==> config.mk <==
export PLATFORM = sky130hd
export DESIGN_NAME = gpio_wake_ctrl
export DESIGN_NICKNAME = d
export VERILOG_FILES = /design/src/rtl/gpio_wake_pkg.sv /design/src/rtl/gpio_wake_qual.sv /design/src/rtl/gpio_wake_timer.sv /design/src/rtl/gpio_wake_ctrl.sv
export SDC_FILE = /design/constraint.sdc
export NUM_CORES = 1
export LEC_CHECK = 0
export BUFFER_PORTS_ARGS = -buffer_cell sky130_fd_sc_hd__buf_4
export CAP_MARGIN = 20
export CORE_MARGIN = 2
export CORE_UTILIZATION = 40
export CTS_BUF_LIST = sky130_fd_sc_hd__clkbuf_8
export DETAILED_ROUTE_END_ITERATION = 12
export PLACE_DENSITY = 0.58
export SLEW_MARGIN = 20
export SYNTH_ARGS = -nofsm -noshare
export SYNTH_HDL_FRONTEND = slang
export SYNTH_SLANG_ARGS = --single-unit
==> constraint.sdc <==
create_clock -name clk_i -period 5.3 [get_ports clk_i]
set_input_delay 0.53 -clock clk_i [delete_from_list [all_inputs] [get_ports clk_i]]
set_output_delay 0.53 -clock clk_i [all_outputs]
set_load 0.02 [all_outputs]
==> src/rtl/gpio_wake_pkg.sv <==
package gpio_wake_pkg;
  localparam int unsigned WAKE_MIN_MS = 10;
  localparam int unsigned WAKE_MAX_MS = 15;

  typedef enum logic [2:0] {
    ST_UNCONF = 3'd0,
    ST_ACTIVE = 3'd1,
    ST_PREP   = 3'd2,
    ST_SUSP   = 3'd3,
    ST_WAKE   = 3'd4
  } wake_state_e;
endpackage

==> src/rtl/gpio_wake_qual.sv <==
module gpio_wake_qual #(
  parameter int unsigned N_PINS    = 11,
  parameter int unsigned SYNC_DEPTH = 2
) (
  input  logic              clk_i,
  input  logic              rst_ni,
  input  logic [N_PINS-1:0] gpio_i,
  input  logic [N_PINS-1:0] mask_i,
  input  logic [N_PINS-1:0] val_i,
  output logic              hit_o
);
  logic [N_PINS-1:0] sync_q [SYNC_DEPTH];
  logic              miss;
  logic              miss_q;

  for (genvar s = 0; s < SYNC_DEPTH; s++) begin : g_sync
    always_ff @(posedge clk_i or negedge rst_ni) begin
      if (!rst_ni) sync_q[s] <= '0;
      else if (s == 0) sync_q[s] <= gpio_i;
      else sync_q[s] <= sync_q[(s == 0) ? 0 : s-1];
    end
  end

  assign miss = |((sync_q[SYNC_DEPTH-1] ^ val_i) & mask_i);

  always_ff @(posedge clk_i or negedge rst_ni) begin
    if (!rst_ni) miss_q <= 1'b0;
    else miss_q <= miss;
  end

  // two consecutive samples required
  assign hit_o = miss & miss_q;
endmodule

==> src/rtl/gpio_wake_timer.sv <==
module gpio_wake_timer #(
  parameter int unsigned CYC_PER_MS = 48000,
  parameter int unsigned HOLD_MS    = 12
) (
  input  logic clk_i,
  input  logic rst_ni,
  input  logic run_i,
  output logic done_o
);
  localparam int unsigned CYC_W = $clog2(CYC_PER_MS + 1);
  localparam int unsigned MS_W  = $clog2(HOLD_MS + 1);
  localparam logic [CYC_W-1:0] CYC_LAST = CYC_W'(CYC_PER_MS - 1);
  localparam logic [MS_W-1:0]  MS_END   = MS_W'(HOLD_MS);

  logic [CYC_W-1:0] cyc_q;
  logic [MS_W-1:0]  ms_q;

  always_ff @(posedge clk_i or negedge rst_ni) begin
    if (!rst_ni) begin
      cyc_q <= '0;
      ms_q  <= '0;
    end else if (!run_i) begin
      cyc_q <= '0;
      ms_q  <= '0;
    end else if (cyc_q == CYC_LAST) begin
      cyc_q <= '0;
      if (ms_q != MS_END) ms_q <= ms_q + 1'b1;
    end else begin
      cyc_q <= cyc_q + 1'b1;
    end
  end

  assign done_o = run_i && (ms_q == MS_END);
endmodule

==> src/rtl/gpio_wake_ctrl.sv <==
module gpio_wake_ctrl
  import gpio_wake_pkg::*;
#(
  parameter int unsigned N_PINS     = 11,
  parameter int unsigned CYC_PER_MS = 48000,
  parameter int unsigned HOLD_MS    = 12
) (
  input  logic              clk_i,
  input  logic              rst_ni,
  input  logic [N_PINS-1:0] gpio_i,
  input  logic              susp_det_i,
  input  logic              resume_i,
  input  logic              cfg_done_i,
  input  logic              rwu_en_i,
  input  logic              susp_cfg_en_i,
  input  logic [N_PINS-1:0] wake_mask_i,
  input  logic [N_PINS-1:0] wake_val_i,
  output logic              suspend_o,
  output logic              suspend_no,
  output logic              rwu_sig_o,
  output logic              susp_cfg_apply_o
);
  wake_state_e state_q, state_d;
  logic        apply_q;
  logic        pin_hit;
  logic        hold_done;

  gpio_wake_qual #(.N_PINS(N_PINS), .SYNC_DEPTH(2)) u_qual (
    .clk_i  (clk_i),
    .rst_ni (rst_ni),
    .gpio_i (gpio_i),
    .mask_i (wake_mask_i),
    .val_i  (wake_val_i),
    .hit_o  (pin_hit)
  );

  gpio_wake_timer #(.CYC_PER_MS(CYC_PER_MS), .HOLD_MS(HOLD_MS)) u_timer (
    .clk_i  (clk_i),
    .rst_ni (rst_ni),
    .run_i  (state_q == ST_WAKE),
    .done_o (hold_done)
  );

  always_comb begin
    state_d = state_q;
    unique case (state_q)
      ST_UNCONF: if (cfg_done_i) state_d = ST_ACTIVE;
      ST_ACTIVE: if (susp_det_i) state_d = ST_PREP;
      ST_PREP:   state_d = ST_SUSP;
      ST_SUSP: begin
        if (resume_i) state_d = ST_ACTIVE;
        else if (pin_hit && rwu_en_i) state_d = ST_WAKE;
      end
      ST_WAKE:   if (resume_i || hold_done) state_d = ST_ACTIVE;
      default:   state_d = ST_UNCONF;
    endcase
  end

  always_ff @(posedge clk_i or negedge rst_ni) begin
    if (!rst_ni) begin
      state_q <= ST_UNCONF;
      apply_q <= 1'b0;
    end else begin
      state_q <= state_d;
      if (state_q == ST_ACTIVE && state_d == ST_PREP) apply_q <= susp_cfg_en_i;
      else if (state_d != ST_PREP && state_d != ST_SUSP) apply_q <= 1'b0;
    end
  end

  assign suspend_o        = (state_q == ST_UNCONF) || (state_q == ST_SUSP);
  assign suspend_no       = ~suspend_o;
  assign rwu_sig_o        = (state_q == ST_WAKE);
  assign susp_cfg_apply_o = apply_q;
endmodule

==> results of run 1 <==
[worst max-delay path by stage]
stage,startpoint,endpoint,slack (ns),cells after the start
2_1_floorplan,state_q[0],suspend_no,3.36,4
3_3_place_gp,u_timer.cyc_q[0],u_timer.cyc_q[2],3.32,5
3_5_place_dp,u_timer.cyc_q[0],u_timer.cyc_q[2],3.26,5
4_1_cts,u_timer.cyc_q[0],u_timer.cyc_q[2],3.25,5
5_1_grt,u_timer.cyc_q[0],u_timer.cyc_q[11],3.10,5
6_report,u_timer.cyc_q[0],u_timer.cyc_q[9],3.29,5
[layout make-up]
type / count / share of cell area
clock buffer: 5 / 0.0265
clock inverter: 3 / 0.0106
inverter: 8 / 0.0116
multi-input combinational: 130 / 0.341
sequential: 47 / 0.453
tap: 70 / 0.0337
timing repair buffer: 43 / 0.124
[registers in the layout (all words and copies together), names as in the netlist]
| signal | cells |
|---|---|
| state_q | 3 |
| susp_cfg_apply_o | 1 |
| u_qual.miss_q | 1 |
| u_qual.sync_q | 22 |
| u_timer.cyc_q | 16 |
| u_timer.ms_q | 4 |
[through the flow]
step | setup WS (ns) | util
floorplan | 3.36 | -
global placement | 3.32 | 0.490
detailed placement | 3.26 | 0.490
CTS | 3.25 | 0.509
global route | 3.10 | 0.509
finish | 3.29 | 0.509
[per-layer routing]
layer / vias up / GRT usage / wire (µm)
li1: 756 / - / -
met1: 707 / 0.192 / 1850
met2: 26 / 0.228 / 1810
met3: 6 / 0.0415 / 144
met4: 0 / 0.0564 / 55
met5: - / 0 / 0
[cell usage after synthesis (all sizes together) (3+ instances only)]
library cell  instances
and3                  4
nor3                  5
nor2                 18
or3                   4
nor4                  5
o21ai                 8
nand2                 8
a22oi                 4
inv                   8
a31oi                 3
nand3                 8
nand4                 5
ha                    3
a21oi                 6
a211oi                3
dfrtp                47
xnor2                10
xor2                 13
[power by group]
part / total, mW / switching [mW] / internal, mW
registers: 0.401 / 0.0226 / 0.378
clock network: 0.228 / 0.130 / 0.0978
logic: 0.153 / 0.0745 / 0.0782
[cell families (layout without fill, tap and decap cells)]
family / count (synthesis) / after routing / share of synthesized area
XOR/XNOR: 23 / 23 / 0.0957
flip-flops: 47 / 47 / 0.559
AND/OR/NAND/NOR: 73 / 73 / 0.204
adder cells (fa/ha/maj): 3 / 3 / 0.0178
AO/OA/AOI/OAI: 30 / 30 / 0.0974
buffers and inverters: 11 / 59 / 0.0214
multiplexers: 1 / 1 / 0.00535
==> metrics.md, run 1 <==
| Metric | Value |
|---|---|
| Dpl cell area | `~0.0025 mm²` |
| Initial antenna violation count | `0` |
| Cell Pwr Density | `around 300 mW/mm²` |
| CTS resizes | `0` |
| Asr flop ratio synth | `1.00` |
| Ys Warns | `0` |
| Clk sinks | `47` |
| Row count | `26` |
| Worst-case clock buffer depth | `2` |
| CTS Root Cell | `clkbuf_8` |
| Setup repair bufs after CTS | `0` |
| Final Cycle Share | `0.379` |
| Global route total overflow | `0` |
| Commonest non-fill, non-tap cells in the layout | `dfrtp_1 (47), buf_4 (43), nor2_1 (18), xor2_1 (13), xnor2_1 (10)` |
| Clk_lat worst skew | `0.30 ns` |
| Detailed Routing Iterations Pass 1 | `4` |
| Reg2reg start | `u_timer.cyc_q[0]` |
| N_diodes | `0` |
| Peak VDD IR | `between 150 and 200 µV` |
| Register area | `0.00118 mm²` |
| Worst setup SP type | `register` |
| NumNets Final | `278` |
| Min Tclk post-route | `2.01 ns` |
| RSZ-0062 raised after global routing | `no` |
| Fill count | `498` |
| Share of layout cells above drive strength 1 | `0.263` |
| Syn-to-layout area delta | `23.4%` |
| GRT Total Usage | `0.146` |
| Synth area leaders | `dfrtp_1 (56%), xor2_1 (5.4%), xnor2_1 (4.2%)` |
| Hold Slack | `0.217 ns` |
| Vias in the first global route | `roughly 1500` |
| Die area | `0.00586 mm²` |
| Hold buffers post-CTS | `0` |
| Number of synthesized flops with an enable pin | `0` |
| Finished Layout Cells | `roughly 310` |
| Final wirelength | `slightly below 4000 µm` |
| Crit path required time | `5.48 ns` |
| Fmax | `0.498 GHz` |
| Sequential area share after synthesis | `0.559` |
| Crit Path Class | `reg -> reg` |
| CP Data Arrival Time | `2.18 ns` |
| CP Buf/Inv Count | `0` |
| CP delay by family, top | `simple AND/OR/NAND/NOR gates` |
| Reg2reg path depth | `5` |
| Max-cap violations | `0` |
| Crit end category | `register` |
| Post-route cell area | `0.00260 mm²` |
| Via count | `1495` |
| GPL Wtd Cong | `0.774` |
| H-tree depth | `2` |
| DRC | `0` |
| Slew Viols, Final | `0` |
| Mean post-synth cell area | `11.2 µm²` |
| Worst Max-Slew Pin Slew | `slightly below 0.7 ns` |
| Initial detailed-routing violation count | `50` |
| Yosys reg bits | `47` |
| Post-synth top area share | `0.559` |
| Synth Flop Type | `dfrtp_1` |
| Largest net degree at the start of global routing | `48` |
| Multi-input gate area | `885 µm²` |
| Placed Cells incl. Taps | `298` |
| Mapped Nets | `231` |
| Final hold viol count | `0` |
| CTS tree | `done` |
| TNS Setup | `0 ns` |
| R2r setup slk | `3.29 ns` |
| # setup viols final | `0` |
| Core Region | `between 0.005 and 0.006 mm²` |
| Wire length per cell | `about 13 µm` |
| DIE WIDTH | `76.6 µm` |
| Synth unique cells | `between 40 and 50` |
| Cell taking the most area after synthesis | `dfrtp_1` |
| Post-Synthesis Cells | `188` |
| Die height | `76.6 µm` |
| Commonest non-fill, non-tap cell in the layout | `dfrtp_1` |
| Total CTS buffers | `5` |
| Via density | `4.89` |
| First-pass GRT wire length | `6870 µm` |
| Tightest Hold Check Type | `in -> async` |
| Rel. slew slack | `0.547` |
| Syn Std Cell Area | `0.00211 mm²` |
| Worst-path cell chain | `ha_1, nand4_1, or3_4, o21ai_4, nor2_1` |
| Final ANT Viol Nets | `0` |
| Num ports | `44` |
| Worst flop-to-flop path endpoint | `u_timer.cyc_q[9]` |
| Overall Power | `0.781 mW` |
| Leak pwr | `roughly 1.1 nW` |
| Initial core utilization | `0.412` |
| Clock-pin slew on the worst setup and hold paths | `0.09 ns` |
| Max stage delay cell, worst path | `or3_4` |
| Max Clock Skew | `~0.0018 ns` |
| PortBufs | `between 40 and 50` |
| CP max FO | `15` |
| Hpwl dp | `2820 µm` |
| Status | `finished, final reports clean` |
| Max stage delay on crit path | `0.50 ns` |
(Power assumes the default switching activity.)
==> run 2: changes to the inputs <==
--- a/config.mk
+++ b/config.mk
@@ -11,7 +11,7 @@
 export CORE_UTILIZATION = 40
 export CTS_BUF_LIST = sky130_fd_sc_hd__clkbuf_8
 export DETAILED_ROUTE_END_ITERATION = 12
-export PLACE_DENSITY = 0.58
+export PLACE_DENSITY = 0.61
 export SLEW_MARGIN = 20
 export SYNTH_ARGS = -nofsm -noshare
 export SYNTH_HDL_FRONTEND = slang
==> constraint.sdc (replaced) <==
create_clock -name clk_i -period 1.7 [get_ports clk_i]
set_input_delay 0.17 -clock clk_i [delete_from_list [all_inputs] [get_ports clk_i]]
set_output_delay 0.17 -clock clk_i [all_outputs]
set_load 0.02 [all_outputs]
==> metrics.md, run 2 (same netlist as run 1, synthesis figures left out) <==
| Metric | Value |
|---|---|
| Status | `finished, final reports clean (unchanged)` |
| Global route total overflow | `0 (unchanged)` |
| Min Tclk post-route | `1.63 ns (was 2.01 ns)` |
| Initial antenna violation count | `0 (unchanged)` |
| Worst Max-Slew Pin Slew | `0.566 ns (was 0.679 ns)` |
| Fmax | `0.614 GHz (was 0.498 GHz)` |
| Clk sinks | `47 (unchanged)` |
| Wire length per cell | `12.7 µm (was 12.6 µm)` |
| Peak VDD IR | `484 µV (was 165 µV)` |
| Die height | `76.6 µm (unchanged)` |
| Fill count | `475 (was 498)` |
| NumNets Final | `309 (was 278)` |
| Commonest non-fill, non-tap cell in the layout | `buf_4 (was dfrtp_1)` |
| Syn-to-layout area delta | `38.4% (was 23.4%)` |
| Final hold viol count | `0 (unchanged)` |
| GPL Wtd Cong | `0.833 (was 0.774)` |
| DP Worst Slack | `0.0377 ns (was 3.26 ns)` |
| Via density | `4.88 (was 4.89)` |
| Via count | `1643 (was 1495)` |
| RSZ-0062 raised after global routing | `yes (was no)` |
| DIE WIDTH | `76.6 µm (unchanged)` |
| Crit end category | `register (unchanged)` |
| First-pass GRT wire length | `7020 µm (was 6870 µm)` |
| Max-cap violations | `0 (unchanged)` |
| Top flop regs | `u_qual.sync_q (22), u_timer.cyc_q (16), u_timer.ms_q (4) (unchanged)` |
| Vias in the first global route | `1631 (was 1546)` |
| Row count | `26 (unchanged)` |
| Clock-pin slew on the worst setup and hold paths | `0.09 ns (about the same)` |
| Final setup margin | `0.0708 ns (was 3.29 ns)` |
| WL met2 | `2190 µm (was 1810 µm)` |
| Core Region | `0.00511 mm² (unchanged)` |
| N_diodes | `0 (unchanged)` |
| Final wirelength | `4290 µm (was 3860 µm)` |
| Highest routed metal layer | `met4 (unchanged)` |
| M1 wire length | `1900 µm (was 1850 µm)` |
| Worst setup SP type | `register (unchanged)` |
| GRT Total Usage | `0.151 (was 0.146)` |
| Rel. slew slack | `0.622 (was 0.547)` |
| CP Data Arrival Time | `1.87 ns (was 2.18 ns)` |
| CTS Root Cell | `clkbuf_8 (unchanged)` |
| Num ports | `44 (unchanged)` |
| CTS tree | `done (unchanged)` |
| Finished Core Util | `0.571 (was 0.509)` |
| Largest net degree at the start of global routing | `48 (unchanged)` |
| PortBufs | `43 (unchanged)` |
| Initial core utilization | `0.412 (unchanged)` |
| Worst-case clock buffer depth | `2 (unchanged)` |
| # setup viols final | `0 (unchanged)` |
| Max Clock Skew | `0.00724 ns (was 0.00180 ns)` |
| Finished Layout Cells | `337 (was 306)` |
| Hpwl dp | `2960 µm (was 2820 µm)` |
| Cell Pwr Density | `867 mW/mm² (was 301 mW/mm²)` |
| Total CTS buffers | `5 (unchanged)` |
| H-tree depth | `2 (unchanged)` |
| Clk_lat worst skew | `0.31 ns (was 0.30 ns)` |
| CP max FO | `5 (was 15)` |
| Initial detailed-routing violation count | `78 (was 50)` |
| Leak pwr | `1.27 nW (was 1.12 nW)` |
| Die area | `0.00586 mm² (unchanged)` |
| Slew Viols, Final | `0 (unchanged)` |
| Met3 WL | `99 µm (was 144 µm)` |
| Crit Path Class | `reg -> reg (unchanged)` |
| Number of flip-flops in the largest register | `22 (unchanged)` |
| Tightest Hold Check Type | `in -> reg (was in -> async)` |
| DRC | `0 (unchanged)` |
| Placed Cells incl. Taps | `312 (was 298)` |
| Final ANT Viol Nets | `0 (unchanged)` |
| Share of layout cells above drive strength 1 | `0.337 (was 0.263)` |
| Crit path required time | `1.94 ns (was 5.48 ns)` |
| Final Cycle Share | `0.958 (was 0.379)` |
| Commonest non-fill, non-tap cells in the layout | `buf_4 (61), dfrtp_1 (45), nor2_1 (18), xor2_1 (13), dlygate4sd3_1 (12) (was dfrtp_1 (47), buf_4 (43), nor2_1 (18), xor2_1 (13), xnor2_1 (10))` |
| Top reg by flops | `u_qual.sync_q (unchanged)` |
| Detailed Routing Iterations Pass 1 | `4 (unchanged)` |
==> run 2: routing by layer <==
layer | GRT usage | vias up
met1 | 0.178 | 785
met4 | 0.0800 | 0
met2 | 0.259 | 27
met5 | 0 | -
li1 | - | 822
met3 | 0.0296 | 9
==> run 2: layout make-up <==
type	count	area (µm²)	area share
Sequential cell	47	1180	0.404
Multi-Input combinational cell	130	923	0.317
Timing Repair Buffer	74	598	0.205
Tap cell	70	87.6	0.0300
Clock buffer	5	68.8	0.0236
Inverter	8	30.0	0.0103
Clock inverter	3	28.8	0.00987
==> run 2: what timing repair did <==
| item | CTS | global route |
|---|---|---|
| setup buffers | 0 | 5 |
| hold buffers | 12 | 0 |
| endpoints found under the setup margin | 0 | 12 |
| gates resized for setup | 0 | 11 |
| endpoints found under the hold margin | 58 | 0 |
==> run 2: worst paths after layout <==
check                                   from                 to  slack (ns)  cells past startpoint
setup / recovery            u_timer.cyc_q[9]  u_timer.cyc_q[13]        0.07                      4
hold / removal                      rwu_en_i         state_q[2]        0.22                      3
setup reg to reg            u_timer.cyc_q[9]  u_timer.cyc_q[13]        0.07                      4
hold reg to reg            u_qual.sync_q[11]   u_qual.sync_q[0]        0.35                      0
max in group asynchronous             rst_ni         state_q[1]        0.89                      2
min in group asynchronous             rst_ni   u_qual.sync_q[8]        0.39                      2
==> run 2: per-stage QoR <==
step | hold slack, ns | power [mW] | setup TNS [ns] | area [µm²]
finish | 0.223 | 2.53 | 0 | 2920
global route | 0.233 | 2.66 | -0.0236 | 2920
CTS | 0.216 | 2.54 | 0 | 2840
detailed placement | 0.211 | 1.78 | 0 | 2620
global placement | 0.213 | 1.77 | 0 | 2620
floorplan | -0.126 | 1.56 | 0 | 2110
==> run 2: power by group <==
part | total (mW) | internal (mW) | switching (mW)
clock | 0.732 | 0.310 | 0.422
sequential | 1.26 | 1.18 | 0.0725
combinational | 0.538 | 0.293 | 0.245
total | 2.53 | 1.79 | 0.739
==> run 2: critical path: stages (launching register included) <==
cell and delay [ns]:
dfrtp_1 0.42, nand4_2 0.12, or4_4 0.57, or3_4 0.35, a21oi_2 0.11
==> run 3: changes to the inputs <==
--- a/config.mk
+++ b/config.mk
@@ -7,11 +7,11 @@
 export LEC_CHECK = 0
 export BUFFER_PORTS_ARGS = -buffer_cell sky130_fd_sc_hd__buf_4
 export CAP_MARGIN = 20
+export CORE_ASPECT_RATIO = 0.9
 export CORE_MARGIN = 2
 export CORE_UTILIZATION = 40
 export CTS_BUF_LIST = sky130_fd_sc_hd__clkbuf_8
 export DETAILED_ROUTE_END_ITERATION = 12
-export PLACE_DENSITY = 0.61
 export SLEW_MARGIN = 20
 export SYNTH_ARGS = -nofsm -noshare
 export SYNTH_HDL_FRONTEND = slang
==> metrics.md, run 3 (same netlist as run 1, synthesis figures left out) <==
| Metric | Value |
|---|---|
| Status | `finished, final reports clean (unchanged)` |
| Row count | `25 (was 26)` |
| Commonest non-fill, non-tap cell in the layout | `buf_4 (unchanged)` |
| Total CTS buffers | `5 (unchanged)` |
| Fmax | `0.606 GHz (was 0.614 GHz)` |
| Clk sinks | `47 (unchanged)` |
| Top reg by flops | `u_qual.sync_q (unchanged)` |
| CP delay by family, top | `simple AND/OR/NAND/NOR gates (unchanged)` |
| Share of layout cells above drive strength 1 | `0.349 (was 0.337)` |
| Initial detailed-routing violation count | `68 (was 78)` |
| GPL Wtd Cong | `0.845 (was 0.833)` |
| Met3 WL | `156 µm (was 99 µm)` |
| Hold Slack | `0.231 ns (was 0.223 ns)` |
| Max stage delay on crit path | `0.57 ns (about the same)` |
| Num ports | `44 (unchanged)` |
| Number of flip-flops in the largest register | `22 (unchanged)` |
| Global route total overflow | `0 (unchanged)` |
| Highest routed metal layer | `met4 (unchanged)` |
| CP Buf/Inv Count | `0 (unchanged)` |
| Overall Power | `2.56 mW (was 2.53 mW)` |
| H-tree depth | `2 (unchanged)` |
| Clock-pin slew on the worst setup and hold paths | `0.10 ns (was 0.09 ns)` |
| CTS tree | `done (unchanged)` |
| GRT Total Usage | `0.163 (was 0.151)` |
| RSZ-0062 raised after global routing | `yes (unchanged)` |
| TNS Setup | `0 ns (unchanged)` |
| Detailed Routing Iterations Pass 1 | `6 (was 4)` |
| DRC | `0 (unchanged)` |
| # setup viols final | `0 (unchanged)` |
| Crit path required time | `1.94 ns (about the same)` |
| WL met2 | `2140 µm (was 2190 µm)` |
| Commonest non-fill, non-tap cells in the layout | `buf_4 (62), dfrtp_1 (45), nor2_1 (18), xor2_1 (13), dlygate4sd3_1 (12) (was buf_4 (61), dfrtp_1 (45), nor2_1 (18), xor2_1 (13), dlygate4sd3_1 (12))` |
| Max stage delay cell, worst path | `or4_4 (unchanged)` |
| Final wirelength | `4200 µm (was 4290 µm)` |
| Largest net degree at the start of global routing | `48 (unchanged)` |
| DIE WIDTH | `80.5 µm (was 76.6 µm)` |
| Crit end category | `register (unchanged)` |
| Hpwl dp | `2910 µm (was 2960 µm)` |
| M1 wire length | `1860 µm (was 1900 µm)` |
| NumNets Final | `311 (was 309)` |
| First-pass GRT wire length | `7270 µm (was 7020 µm)` |
| Leak pwr | `1.31 nW (was 1.27 nW)` |
| Die height | `72.8 µm (was 76.6 µm)` |
| Core Region | `0.00516 mm² (was 0.00511 mm²)` |
| Via density | `4.97 (was 4.88)` |
| DP Worst Slack | `0.0494 ns (was 0.0377 ns)` |
| Min Tclk post-route | `1.65 ns (was 1.63 ns)` |
| Initial core utilization | `0.408 (was 0.412)` |
| Slew Viols, Final | `0 (unchanged)` |
| Final setup margin | `0.0496 ns (was 0.0708 ns)` |
| Clk_lat worst skew | `0.30 ns (was 0.31 ns)` |
| Via count | `1670 (was 1643)` |
| Final ANT Viol Nets | `0 (unchanged)` |
| Peak VDD IR | `676 µV (was 484 µV)` |
| Worst-case clock buffer depth | `2 (unchanged)` |
| Wire length per cell | `12.5 µm (was 12.7 µm)` |
| Vias in the first global route | `1622 (was 1631)` |
| WP depth | `4 (unchanged)` |
| Fill count | `472 (was 475)` |
| Max-cap violations | `0 (unchanged)` |
| Max Clock Skew | `0.00415 ns (was 0.00724 ns)` |
| Cell Pwr Density | `865 mW/mm² (was 867 mW/mm²)` |
| Worst-path cell chain | `nand3_2, or4_4, or3_4, a21oi_2 (was nand4_2, or4_4, or3_4, a21oi_2)` |
| N_diodes | `0 (unchanged)` |
| Crit Path Class | `reg -> reg (unchanged)` |
| Hold Path Stages | `3 (unchanged)` |
| CP Data Arrival Time | `1.89 ns (was 1.87 ns)` |
| Syn-to-layout area delta | `40.3% (was 38.4%)` |
| Reg2reg path depth | `4 (unchanged)` |
| CTS Root Cell | `clkbuf_8 (unchanged)` |
| Die area | `0.00586 mm² (about the same)` |
| Initial antenna violation count | `0 (unchanged)` |
| Final Cycle Share | `0.971 (was 0.958)` |
| Tightest Hold Check Type | `in -> reg (unchanged)` |
| Rel. slew slack | `0.611 (was 0.622)` |
| Worst setup SP type | `register (unchanged)` |
| Top flop regs | `u_qual.sync_q (22), u_timer.cyc_q (16), u_timer.ms_q (4) (unchanged)` |
| CP max FO | `5 (unchanged)` |
| Worst Max-Slew Pin Slew | `0.584 ns (was 0.566 ns)` |
| PortBufs | `43 (unchanged)` |
| Final hold viol count | `0 (unchanged)` |
[run 3: metrics by stage]
stage | utilization | cell area (µm²) | cells
3_5_place_dp | 0.507 | 2620 | 309
6_report | 0.573 | 2960 | 336
5_1_grt | 0.573 | 2960 | 336
4_1_cts | 0.549 | 2840 | 329
2_1_floorplan | - | 2110 | 188
3_3_place_gp | 0.507 | 2620 | 309
[run 3: timing repair]
item,CTS,global route
hold buffers,12,0
setup buffers,0,7
resized for setup,0,15
setup endpoints to repair,0,22
endpoints found under the hold margin,58,0
[run 3: report_power, final]
group / internal, mW / switching [mW] / total (mW) / leakage [nW]
clock network: 0.315 / 0.418 / 0.733 / 0.0526
logic: 0.320 / 0.275 / 0.595 / 0.661
registers: 1.18 / 0.0447 / 1.23 / 0.594
total: 1.82 / 0.737 / 2.56 / 1.31
[run 3: cell type report]
type	count	area [µm²]	area share
clock buffers	5	68.8	0.0233
clock inverters	3	31.3	0.0106
inverters	8	30.0	0.0102
multi-input cells	130	946	0.320
flip-flops and latches	47	1180	0.399
well taps	67	83.8	0.0284
repair buffers	76	617	0.209
[run 3: worst min-delay path, stage by stage]
cell and delay (ns):
buf_4 0.09, and3_1 0.14, a21o_1 0.10
[run 3: metal layers]
metal  vias to the layer above  global-route usage
li1                        827                   -
met1                       805               0.204
met2                        36               0.278
met3                         2              0.0297
met4                         0              0.0678
met5                         -                   0
[run 3: final timing paths]
check,start,end,slack [ns]
worst max-delay path,u_timer.cyc_q[3],u_timer.cyc_q[15],0.05
worst min-delay path,rwu_en_i,state_q[2],0.23
worst max register to register,u_timer.cyc_q[3],u_timer.cyc_q[15],0.05
worst min register to register,u_qual.sync_q[16],u_qual.sync_q[5],0.36
max in group asynchronous,rst_ni,state_q[1],0.87
min in group asynchronous,rst_ni,state_q[0],0.40
